`src/rtl/alu_slice_pkg.sv`:
```
package alu_slice_pkg;

   // Per-slice control, decoded once from the operation field
   typedef struct packed {
      logic arith;     // 1: add, 0: logic function
      logic invert_a;  // complement the A bit before use
      logic keep_b;    // let the B bit through (else forced to 0)
   } slice_ctl_t;

   localparam int OP_BITS      = 3;
   localparam int OP_MODE_BIT  = 2;
   localparam int OP_KEEPB_BIT = 1;
   localparam int OP_INVA_BIT  = 0;

   localparam int CARRY_MAJORITY = 0;
   localparam int CARRY_MUXSEL   = 1;

endpackage

```
`src/rtl/alu_op_decode.sv`:
```
module alu_op_decode
   import alu_slice_pkg::*;
(
   input  logic [OP_BITS-1:0] op_ctrl,
   output slice_ctl_t         ctl
);

   always_comb begin
      ctl.arith    = op_ctrl[OP_MODE_BIT];
      ctl.invert_a = op_ctrl[OP_INVA_BIT];
      ctl.keep_b   = op_ctrl[OP_KEEPB_BIT];
   end

endmodule

```
`src/rtl/alu_bit_slice.sv`:
```
module alu_bit_slice
   import alu_slice_pkg::*;
#(
   parameter int CARRY_FORM = CARRY_MAJORITY
) (
   input  logic       a_bit,
   input  logic       b_bit,
   input  logic       c_in,
   input  slice_ctl_t ctl,
   output logic       f_bit,
   output logic       c_out
);

   logic a_x;
   logic b_g;
   logic c_g;
   logic carry_raw;

   // Shared XOR chain: A (maybe inverted), gated B, gated carry
   always_comb begin
      a_x   = a_bit ^ ctl.invert_a;
      b_g   = b_bit & ctl.keep_b;
      c_g   = c_in & ctl.arith;
      f_bit = a_x ^ b_g ^ c_g;
   end

   generate
      if (CARRY_FORM == CARRY_MAJORITY) begin : g_maj
         always_comb carry_raw = (a_x & b_g) | (a_x & c_g) | (b_g & c_g);
      end else begin : g_mux
         logic prop;
         always_comb begin
            prop      = a_x ^ b_g;
            carry_raw = prop ? c_g : a_x;
         end
      end
   endgenerate

   // Logic mode drives the slice carry low
   always_comb c_out = ctl.arith & carry_raw;

endmodule

```
`src/rtl/ripple_slice_alu.sv`:
```
module ripple_slice_alu
   import alu_slice_pkg::*;
#(
   parameter int WIDTH      = 8,
   parameter int CARRY_FORM = CARRY_MAJORITY
) (
   input  logic [WIDTH-1:0]   opa,
   input  logic [WIDTH-1:0]   opb,
   input  logic               carry_in,
   input  logic [OP_BITS-1:0] op_ctrl,
   output logic [WIDTH:0]     result
);

   localparam int CHAIN = WIDTH + 1;

   generate
      if (WIDTH < 1) begin : g_bad_width
         $error("ripple_slice_alu: WIDTH must be at least 1");
      end
      if (CARRY_FORM != CARRY_MAJORITY && CARRY_FORM != CARRY_MUXSEL) begin : g_bad_form
         $error("ripple_slice_alu: CARRY_FORM must be 0 or 1");
      end
   endgenerate

   slice_ctl_t         ctl;
   logic [CHAIN-1:0]   carry;
   logic [WIDTH-1:0]   fword;

   alu_op_decode u_dec (
      .op_ctrl (op_ctrl),
      .ctl     (ctl)
   );

   always_comb carry[0] = carry_in;

   generate
      for (genvar i = 0; i < WIDTH; i++) begin : g_slice
         alu_bit_slice #(.CARRY_FORM(CARRY_FORM)) u_slice (
            .a_bit (opa[i]),
            .b_bit (opb[i]),
            .c_in  (carry[i]),
            .ctl   (ctl),
            .f_bit (fword[i]),
            .c_out (carry[i+1])
         );
      end
   endgenerate

   always_comb result = {carry[WIDTH], fword};

endmodule

```
`config.mk`:
```
export PLATFORM = sky130hd
export DESIGN_NAME = ripple_slice_alu
export DESIGN_NICKNAME = d
export VERILOG_FILES = /design/src/rtl/alu_slice_pkg.sv /design/src/rtl/alu_op_decode.sv /design/src/rtl/alu_bit_slice.sv /design/src/rtl/ripple_slice_alu.sv
export SDC_FILE = /design/constraint.sdc
export NUM_CORES = 1
export LEC_CHECK = 0
export BUFFER_PORTS_ARGS = -buffer_cell sky130_fd_sc_hd__buf_2
export CAP_MARGIN = 20
export CORE_AREA = 10 10 47 49
export DETAILED_ROUTE_END_ITERATION = 8
export DIE_AREA = 0 0 57 59
export SYNTH_ARGS = -nofsm -noshare
export SYNTH_HDL_FRONTEND = slang
export SYNTH_HIERARCHICAL = 1
export SYNTH_SLANG_ARGS = --single-unit
```
`constraint.sdc`:
```
create_clock -name vclk -period 9.7
set_input_delay 1.94 -clock vclk [all_inputs]
set_output_delay 1.94 -clock vclk [all_outputs]
set_load 0.01 [all_outputs]
```
-- After elaboration in Yosys (flattened, before gate mapping)
Index checks and enable logic that the tools add are counted.
- bits in registers: 0
- input port bits: 20
- output and inout port bits: 9
- logic and storage cells: 88
- bitwise logic cells: 88
- operators by type and width (kind ; count):
    1-bit AND ; 48
    1-bit bitwise XOR ; 24
    1-bit OR ; 16

-- Logic depth before layout (Yosys ltp)
Gate-level depths: netlist of run 1.
- depth after elaboration: 40
- depth in mapped cells: 26
- depth with buffers taken out: 24

-- Modules after synthesis
The synthesis of run 1 kept the hierarchy.
- modules (own cells, without submodules) (module ; instances ; cells an instance ; area an instance (sq um) ; seq. area each (sq um)):
    alu_bit_slice ; 8 ; 6 ; 48.8 ; 0.0
    alu_op_decode ; 1 ; 3 ; 22.5 ; 0.0
    ripple_slice_alu ; 1 ; 1 ; 7.5 ; 0.0

-- Worst setup path before layout of run 1
Ideal clock, no wire load.
- path type: input to output
- from: in op_ctrl[0]
- to: out result[8]
- arrival: 6.603 ns
- required time: 7.760 ns
- path slack: 1.157 ns
- stages: 26
- buffers on the path: 2
- path through: buf_4 -> xnor2_1 -> fa_1 -> nor2b_2 -> nand2_1 -> fa_1 -> nor2b_2 -> nand2_1 -> fa_1 -> nor2b_2 -> nand2_1 -> fa_1 -> nor2b_2 -> nand2_1 -> fa_1 -> nor2b_2 -> nand2_1 -> fa_1 -> nor2b_2 -> nand2_1 -> fa_1 -> nor2b_2 -> nand2_1 -> fa_1 -> nor2b_2 -> buf_4
- cells in the longest elaborated chain, start to end: 40
- elaborated cells between the ends (all ways): 62
- classes of those cells: 62 x bitwise
- ends and longest elaborated chain (item ; RTL line ; text):
    from (decl) ; ripple_slice_alu.sv:10 ; input logic [OP_BITS-1:0] op_ctrl,
    1-bit bitwise XOR * ; alu_bit_slice.sv:21 ; a_x = a_bit ^ ctl.invert_a;
    1-bit AND ; alu_bit_slice.sv:29 ; always_comb carry_raw = (a_x & b_g) | (a_x & c_g) | (b_g & c_g);
    1-bit OR * (2 in series) ; alu_bit_slice.sv:29 ;
    1-bit AND * ; alu_bit_slice.sv:40 ; always_comb c_out = ctl.arith & carry_raw;
    named net carry[1] ; ripple_slice_alu.sv:26 ; logic [CHAIN-1:0] carry;
    1-bit AND * ; alu_bit_slice.sv:23 ; c_g = c_in & ctl.arith;
    1-bit AND ; alu_bit_slice.sv:29 ;
    1-bit OR ; alu_bit_slice.sv:29 ;
    [... 2 more ...] ; n/a ;
    named net carry[2] ; ripple_slice_alu.sv:26 ;
    [... 5 more ...] ; n/a ;
    named net carry[3] ; ripple_slice_alu.sv:26 ;
    [... 5 more ...] ; n/a ;
    named net carry[4] ; ripple_slice_alu.sv:26 ;
    [... 5 more ...] ; n/a ;
    named net carry[5] ; ripple_slice_alu.sv:26 ;
    [... 5 more ...] ; n/a ;
    named net carry[6] ; ripple_slice_alu.sv:26 ;
    [... 3 more ...] ; n/a ;
    1-bit OR * ; alu_bit_slice.sv:29 ;
    1-bit AND * ; alu_bit_slice.sv:40 ;
    named net carry[7] ; ripple_slice_alu.sv:26 ;
    1-bit AND * ; alu_bit_slice.sv:23 ;
    1-bit AND ; alu_bit_slice.sv:29 ;
    1-bit OR ; alu_bit_slice.sv:29 ;
    1-bit OR * ; alu_bit_slice.sv:29 ;
    1-bit AND * ; alu_bit_slice.sv:40 ;
    to (decl) ; ripple_slice_alu.sv:11 ; output logic [WIDTH:0] result
The timed path passes the listed nets; every way through them passes the cells marked *.

-- Worst setup path in the final report of run 1
- from: in op_ctrl[0]
- to: out result[7]
- cells in the longest elaborated chain, start to end: 37
- elaborated cells between the ends (all ways): 58
- classes of those cells: 58 x bitwise
- ends and longest elaborated chain (item ; RTL line ; text):
    1-bit bitwise XOR * ; alu_bit_slice.sv:21 ;
    1-bit AND ; alu_bit_slice.sv:29 ;
    1-bit OR * (2 in series) ; alu_bit_slice.sv:29 ;
    1-bit AND * ; alu_bit_slice.sv:40 ;
    named net carry[1] ; ripple_slice_alu.sv:26 ;
    1-bit AND * ; alu_bit_slice.sv:23 ;
    1-bit AND ; alu_bit_slice.sv:29 ;
    1-bit OR ; alu_bit_slice.sv:29 ;
    [... 2 more ...] ; n/a ;
    named net carry[2] ; ripple_slice_alu.sv:26 ;
    [... 5 more ...] ; n/a ;
    named net carry[3] ; ripple_slice_alu.sv:26 ;
    [... 5 more ...] ; n/a ;
    named net carry[4] ; ripple_slice_alu.sv:26 ;
    [... 5 more ...] ; n/a ;
    named net carry[5] ; ripple_slice_alu.sv:26 ;
    [... 5 more ...] ; n/a ;
    named net carry[6] ; ripple_slice_alu.sv:26 ;
    1-bit AND * ; alu_bit_slice.sv:23 ;
    1-bit AND ; alu_bit_slice.sv:29 ;
    1-bit OR ; alu_bit_slice.sv:29 ;
    1-bit OR * ; alu_bit_slice.sv:29 ;
    1-bit AND * ; alu_bit_slice.sv:40 ;
    named net carry[7] ; ripple_slice_alu.sv:26 ;
    1-bit AND * ; alu_bit_slice.sv:23 ;
    1-bit bitwise XOR * ; alu_bit_slice.sv:24 ; f_bit = a_x ^ b_g ^ c_g;
Marks and branches as above.

==> impl_metrics.ini, run 1 <==
[synth]
synthesis.area_um2 = 420.4
syn_inst = 52
synth_nets = 80
synth_seq_area_share = 0
yosysWarnings = 6
yosys.cell_types.count = 6
avgSynthCellArea_um2 = 8.085

[setup_path]
cp.required_ns = 7.76
worstPathArrival_ns = 6.93
max_stage_delay_ns = 0.48
cp_num_buf_inv = 3
crit_path_frequent_cell = fa_1
cp_slowest_cell = fa_1
cp_max_fo = 8
cp-end-kind = output pin
path_class = input pin to output pin
start_kind = input pin
critPathTopFamily = adder cells

[die]
io_pins = 29
die-area_um2 = 3363
start_util = 0.3000
core-area_um2 = 1401
rows = 14
die_width_um = 57
die_h_um = 59

[sta]
slew_viol_final = 0
hold_viol_final = 0
post-route-period-util = 0.9147
min_period_ns = 8.872
max_slew_margin = 0.8406
worst_slew_pin_slew_ns = 0.2392
setup_viol = 0
rsz0062_at_grt = false
max_freq_ghz = 0.1127
tns_ns = 0

[min_path]
worst_hold_path.endpoint = result[0]
min_from = carry_in
worst_hold_path_type = input pin to output pin
worstHoldPathCells = 5

[placed_design]
port_buffers = 29
place_congestion = 0.6606
place_area_um2 = 555.5

[status]
status = completed

[clock_network]
ctsHoldBuffers = 0
cts_setup_buffers = 0
cts_resized = 0

[routing]
postRouteAntennaNets = 0
drcViolationCount = 0
wl_per_cell_um = 10.77
drt-total-wl_mm = 1.002
drt_iter0_markers = 2
vias = 385
via_per_inst = 4.140
firstDrtPassIters = 2

[global_route]
grt_overflow_total = 0
grt_antenna_before_repair = 0
grt_max_degree = 17
grt_pass1_vias = 406
grt_pass1_wl_mm = 1.683
grt_usage = 0.05816

[cells_and_area]
area_growth_pct = 32.14
regArea_um2 = 0
fillers = 173
nets = 107
design_area_um2 = 555.5
nFlopsAndLatches = 0
final.clkbuf_count = 0
drive_gt1_frac = 0.4805
diodes = 0

[power_and_ir_drop]
power_density_nw_per_um2 = 54.87
vdd_drop_max_v = 0.00002087
leakagePower_nw = 0.2618

[job]
cap_violations = 0
per-layer routing:
layer | global-route usage | share of wire | wire length (um) | vias up
met3 | 0.02146 | 0.10 | 101 | 0
met1 | 0.06851 | 0.43 | 426 | 171
li1 | - | - | - | 196
met4 | 0 | 0 | 0 | 0
met2 | 0.1039 | 0.47 | 474 | 18
met5 | 0 | 0 | 0 | -
per-stage QoR:
step / power [mW] / util / worst slack [ns] / cells / hold WS, ns
floorplan: 0.01989 / - / 1.157 / 52 / 4.140
global placement: 0.03079 / 0.3964 / 0.8423 / 93 / 4.347
detailed placement: 0.03151 / 0.3964 / 0.7721 / 93 / 4.354
CTS: 0.03165 / 0.3964 / 0.7625 / 93 / 4.356
global route: 0.03537 / 0.3964 / 0.5109 / 93 / 4.383
finish: 0.03048 / 0.3964 / 0.8278 / 93 / 4.350
synthesized netlist by cell type (all sizes together):
cell | instances | area, um^2
buf | 4 | 30.03
fa | 8 | 160.2
inv | 8 | 30.03
nand2 | 16 | 60.06
nor2b | 8 | 70.07
xnor2 | 8 | 70.07
cell usage in the layout (no fill, tap or decap):
master   count
fa_1         8
xnor2_1      8
inv_1        8
buf_2       29
nand2_1     16
nor2b_2      8
logic make-up (layout without fill, tap and decap cells):
family,after synthesis,in the layout,share of synthesized area
xor+xnor,8,8,0.1667
simple gates,24,24,0.3095
buf+inv,12,37,0.1429
fa+ha+maj,8,8,0.3809
final cells by class:
class	instances	area, um^2	area share
inverters	8	30.03	0.05405
multi-input cells	40	360.3	0.6486
well taps	16	20.02	0.03604
repair buffers	29	145.1	0.2613
how the worst max path moves through the flow:
stage               start         to  slack (ns)  cells past startpoint
3_3_place_gp   op_ctrl[0]  result[7]        0.84                     26
6_report       op_ctrl[0]  result[7]        0.83                     26
5_1_grt        op_ctrl[0]  result[7]        0.51                     26
2_1_floorplan  op_ctrl[0]  result[8]        1.16                     26
3_5_place_dp   op_ctrl[0]  result[7]        0.77                     26
4_1_cts        op_ctrl[0]  result[7]        0.76                     26
power by group:
| group | internal (mW) | switching [mW] |
|---|---|---|
| Combinational | 0.0145 | 0.0160 |
| Sequential | 0 | 0 |
| Clock | 0 | 0 |
No activity file was read; power rests on OpenSTA's default activity.
==> inputs of run 2 (changes only) <==
--- a/config.mk
+++ b/config.mk
@@ -12,2 +12,3 @@
 export DIE_AREA = 0 0 57 59
+export GPL_TIMING_DRIVEN = 0
 export SYNTH_ARGS = -nofsm -noshare
==> constraint.sdc (replaced) <==
create_clock -name vclk -period 11.5
set_input_delay 3.45 -clock vclk [all_inputs]
set_output_delay 3.45 -clock vclk [all_outputs]
set_load 0.01 [all_outputs]
==> run 2 against run 1 <==
Effect of this change:
- die area unchanged
- routed wire length up 5.1%
- critical path depth did not move
- cell area is 15% higher
- global-route usage up 0.80 points
- power fell by 1.6%
- sequential share of layout area did not move
- core utilization is 6.1 points higher
- setup slack lost 0.76 ns
- hold slack improved by 3.0 ns
==> impl_metrics.ini, run 2 (synthesized netlist as in run 1, its figures left out) <==
[placed_design]
place_area_um2 = 583.1
dp_cells = 94
place.detailed.hpwl_um = 920.4
port_buffers = 26
place_congestion = 0.6106

[cells_and_area]
diodes = 0
layout_commonest_cell = buf_2
area_growth_pct = 52.38
nFlopsAndLatches = 0
drive_gt1_frac = 0.6154
design_area_um2 = 640.6
final.clkbuf_count = 0
nets = 108
instances_no_fill = 94
final_cell_mix = 23 x buf_2, 16 x nand2_1, 8 x nor2b_2, 8 x fa_2
regArea_um2 = 0

[min_path]
min_from = op_ctrl[2]
worst_hold_path.endpoint = result[8]
worst_hold_path_type = input pin to output pin
worstHoldPathCells = 3

[power_and_ir_drop]
leakagePower_nw = 0.2836
fin_total_pwr_mw = 0.03000
power_density_nw_per_um2 = 46.83
vdd_drop_max_v = 0.00002336

[routing]
wl_met3_um = 108
wl_met2_um = 563
drt-total-wl_mm = 1.053
firstDrtPassIters = 1
vias = 392
via_per_inst = 4.170
postRouteAntennaNets = 0
wl_per_cell_um = 11.20
drt-met1-wl_um = 381
top_layer = met3
drcViolationCount = 0
drt_iter0_markers = 0

[die]
die-area_um2 = 3363
core-area_um2 = 1401
die_width_um = 57
rows = 14
io_pins = 29
start_util = 0.3000
die_h_um = 59

[sta]
slew_viol_final = 0
hold_ws_ns = 7.327
max_freq_ghz = 0.08744
post-route-period-util = 0.9945
worst_slew_pin_slew_ns = 0.2508
max_slew_margin = 0.8316
hold_viol_final = 0
min_period_ns = 11.44
rsz0062_at_grt = true
setup_viol = 0

[global_route]
grt_usage = 0.06617
grt_pass1_wl_mm = 1.980
grt_antenna_before_repair = 0
grt_pass1_vias = 484
grt_max_degree = 17
grt_overflow_total = 0

[clock_network]
ctsHoldBuffers = 0

[status]
status = completed

[setup_path]
cp.required_ns = 8.05
cp-end-kind = output pin
worstPathArrival_ns = 7.99
cp_max_fo = 2
path_class = input pin to output pin
start_kind = input pin

[job]
cap_violations = 0
run 2: metal layers:
layer,vias up,track usage
met4,0,0
met3,0,0.02146
met2,18,0.1287
met5,-,0
li1,197,-
met1,177,0.07152
run 2: worst max-delay path by stage:
stage                     startpoint   endpoint  slack (ns)  depth (start not counted)
after floorplan           op_ctrl[0]  result[8]        0.02                         26
after global placement    op_ctrl[0]  result[8]       -0.24                         27
after detailed placement  op_ctrl[0]  result[8]       -0.31                         27
after CTS                 op_ctrl[0]  result[7]        0.01                         26
after global routing      op_ctrl[0]  result[7]       -0.19                         26
final                     op_ctrl[0]  result[7]        0.06                         26
run 2: layout make-up:
cell class         count  area, um^2
well taps             16       20.02
plain buffers          3       35.03
repair buffers        27       156.4
multi-input cells     40       399.1
fillers              150       760.7
inverters              8       30.03
run 2: worst max-delay path, cell delays in order:
cell and delay [ns]:
buf_12 0.11, xnor2_4 0.13, fa_2 0.38, nor2b_2 0.10, nand2_1 0.07, fa_2 0.34
nor2b_2 0.10, nand2_1 0.07, fa_2 0.34, nor2b_2 0.10, nand2_1 0.07, fa_2 0.33
nor2b_2 0.10, nand2_1 0.07, fa_2 0.34, nor2b_2 0.11, nand2_1 0.07, fa_2 0.34
nor2b_2 0.10, nand2_1 0.07, fa_2 0.35, nor2b_2 0.11, nand2_1 0.07, fa_2 0.53
inv_2 0.03, buf_6 0.11
run 2: what timing repair did:
item | CTS | global route
gates cloned | 0 | 0
setup endpoints to repair | 2 | 2
setup buffers | 1 | 0
gates resized for setup | 12 | 3
run 2: where the power goes:
| group | internal (mW) | total [mW] | switching, mW |
|---|---|---|---|
| Clock | 0 | 0 | 0 |
| Combinational | 0.0155 | 0.0300 | 0.0145 |
| Sequential | 0 | 0 | 0 |
run 2: stage by stage:
stage,setup WS [ns],TNS (ns),utilization
3_3_place_gp,-0.2420,-0.4257,0.4161
2_1_floorplan,0.02368,0,-
4_1_cts,0.01036,0,0.4536
3_5_place_dp,-0.3107,-0.5601,0.4161
5_1_grt,-0.1892,-0.2969,0.4571
6_report,0.06329,0,0.4571
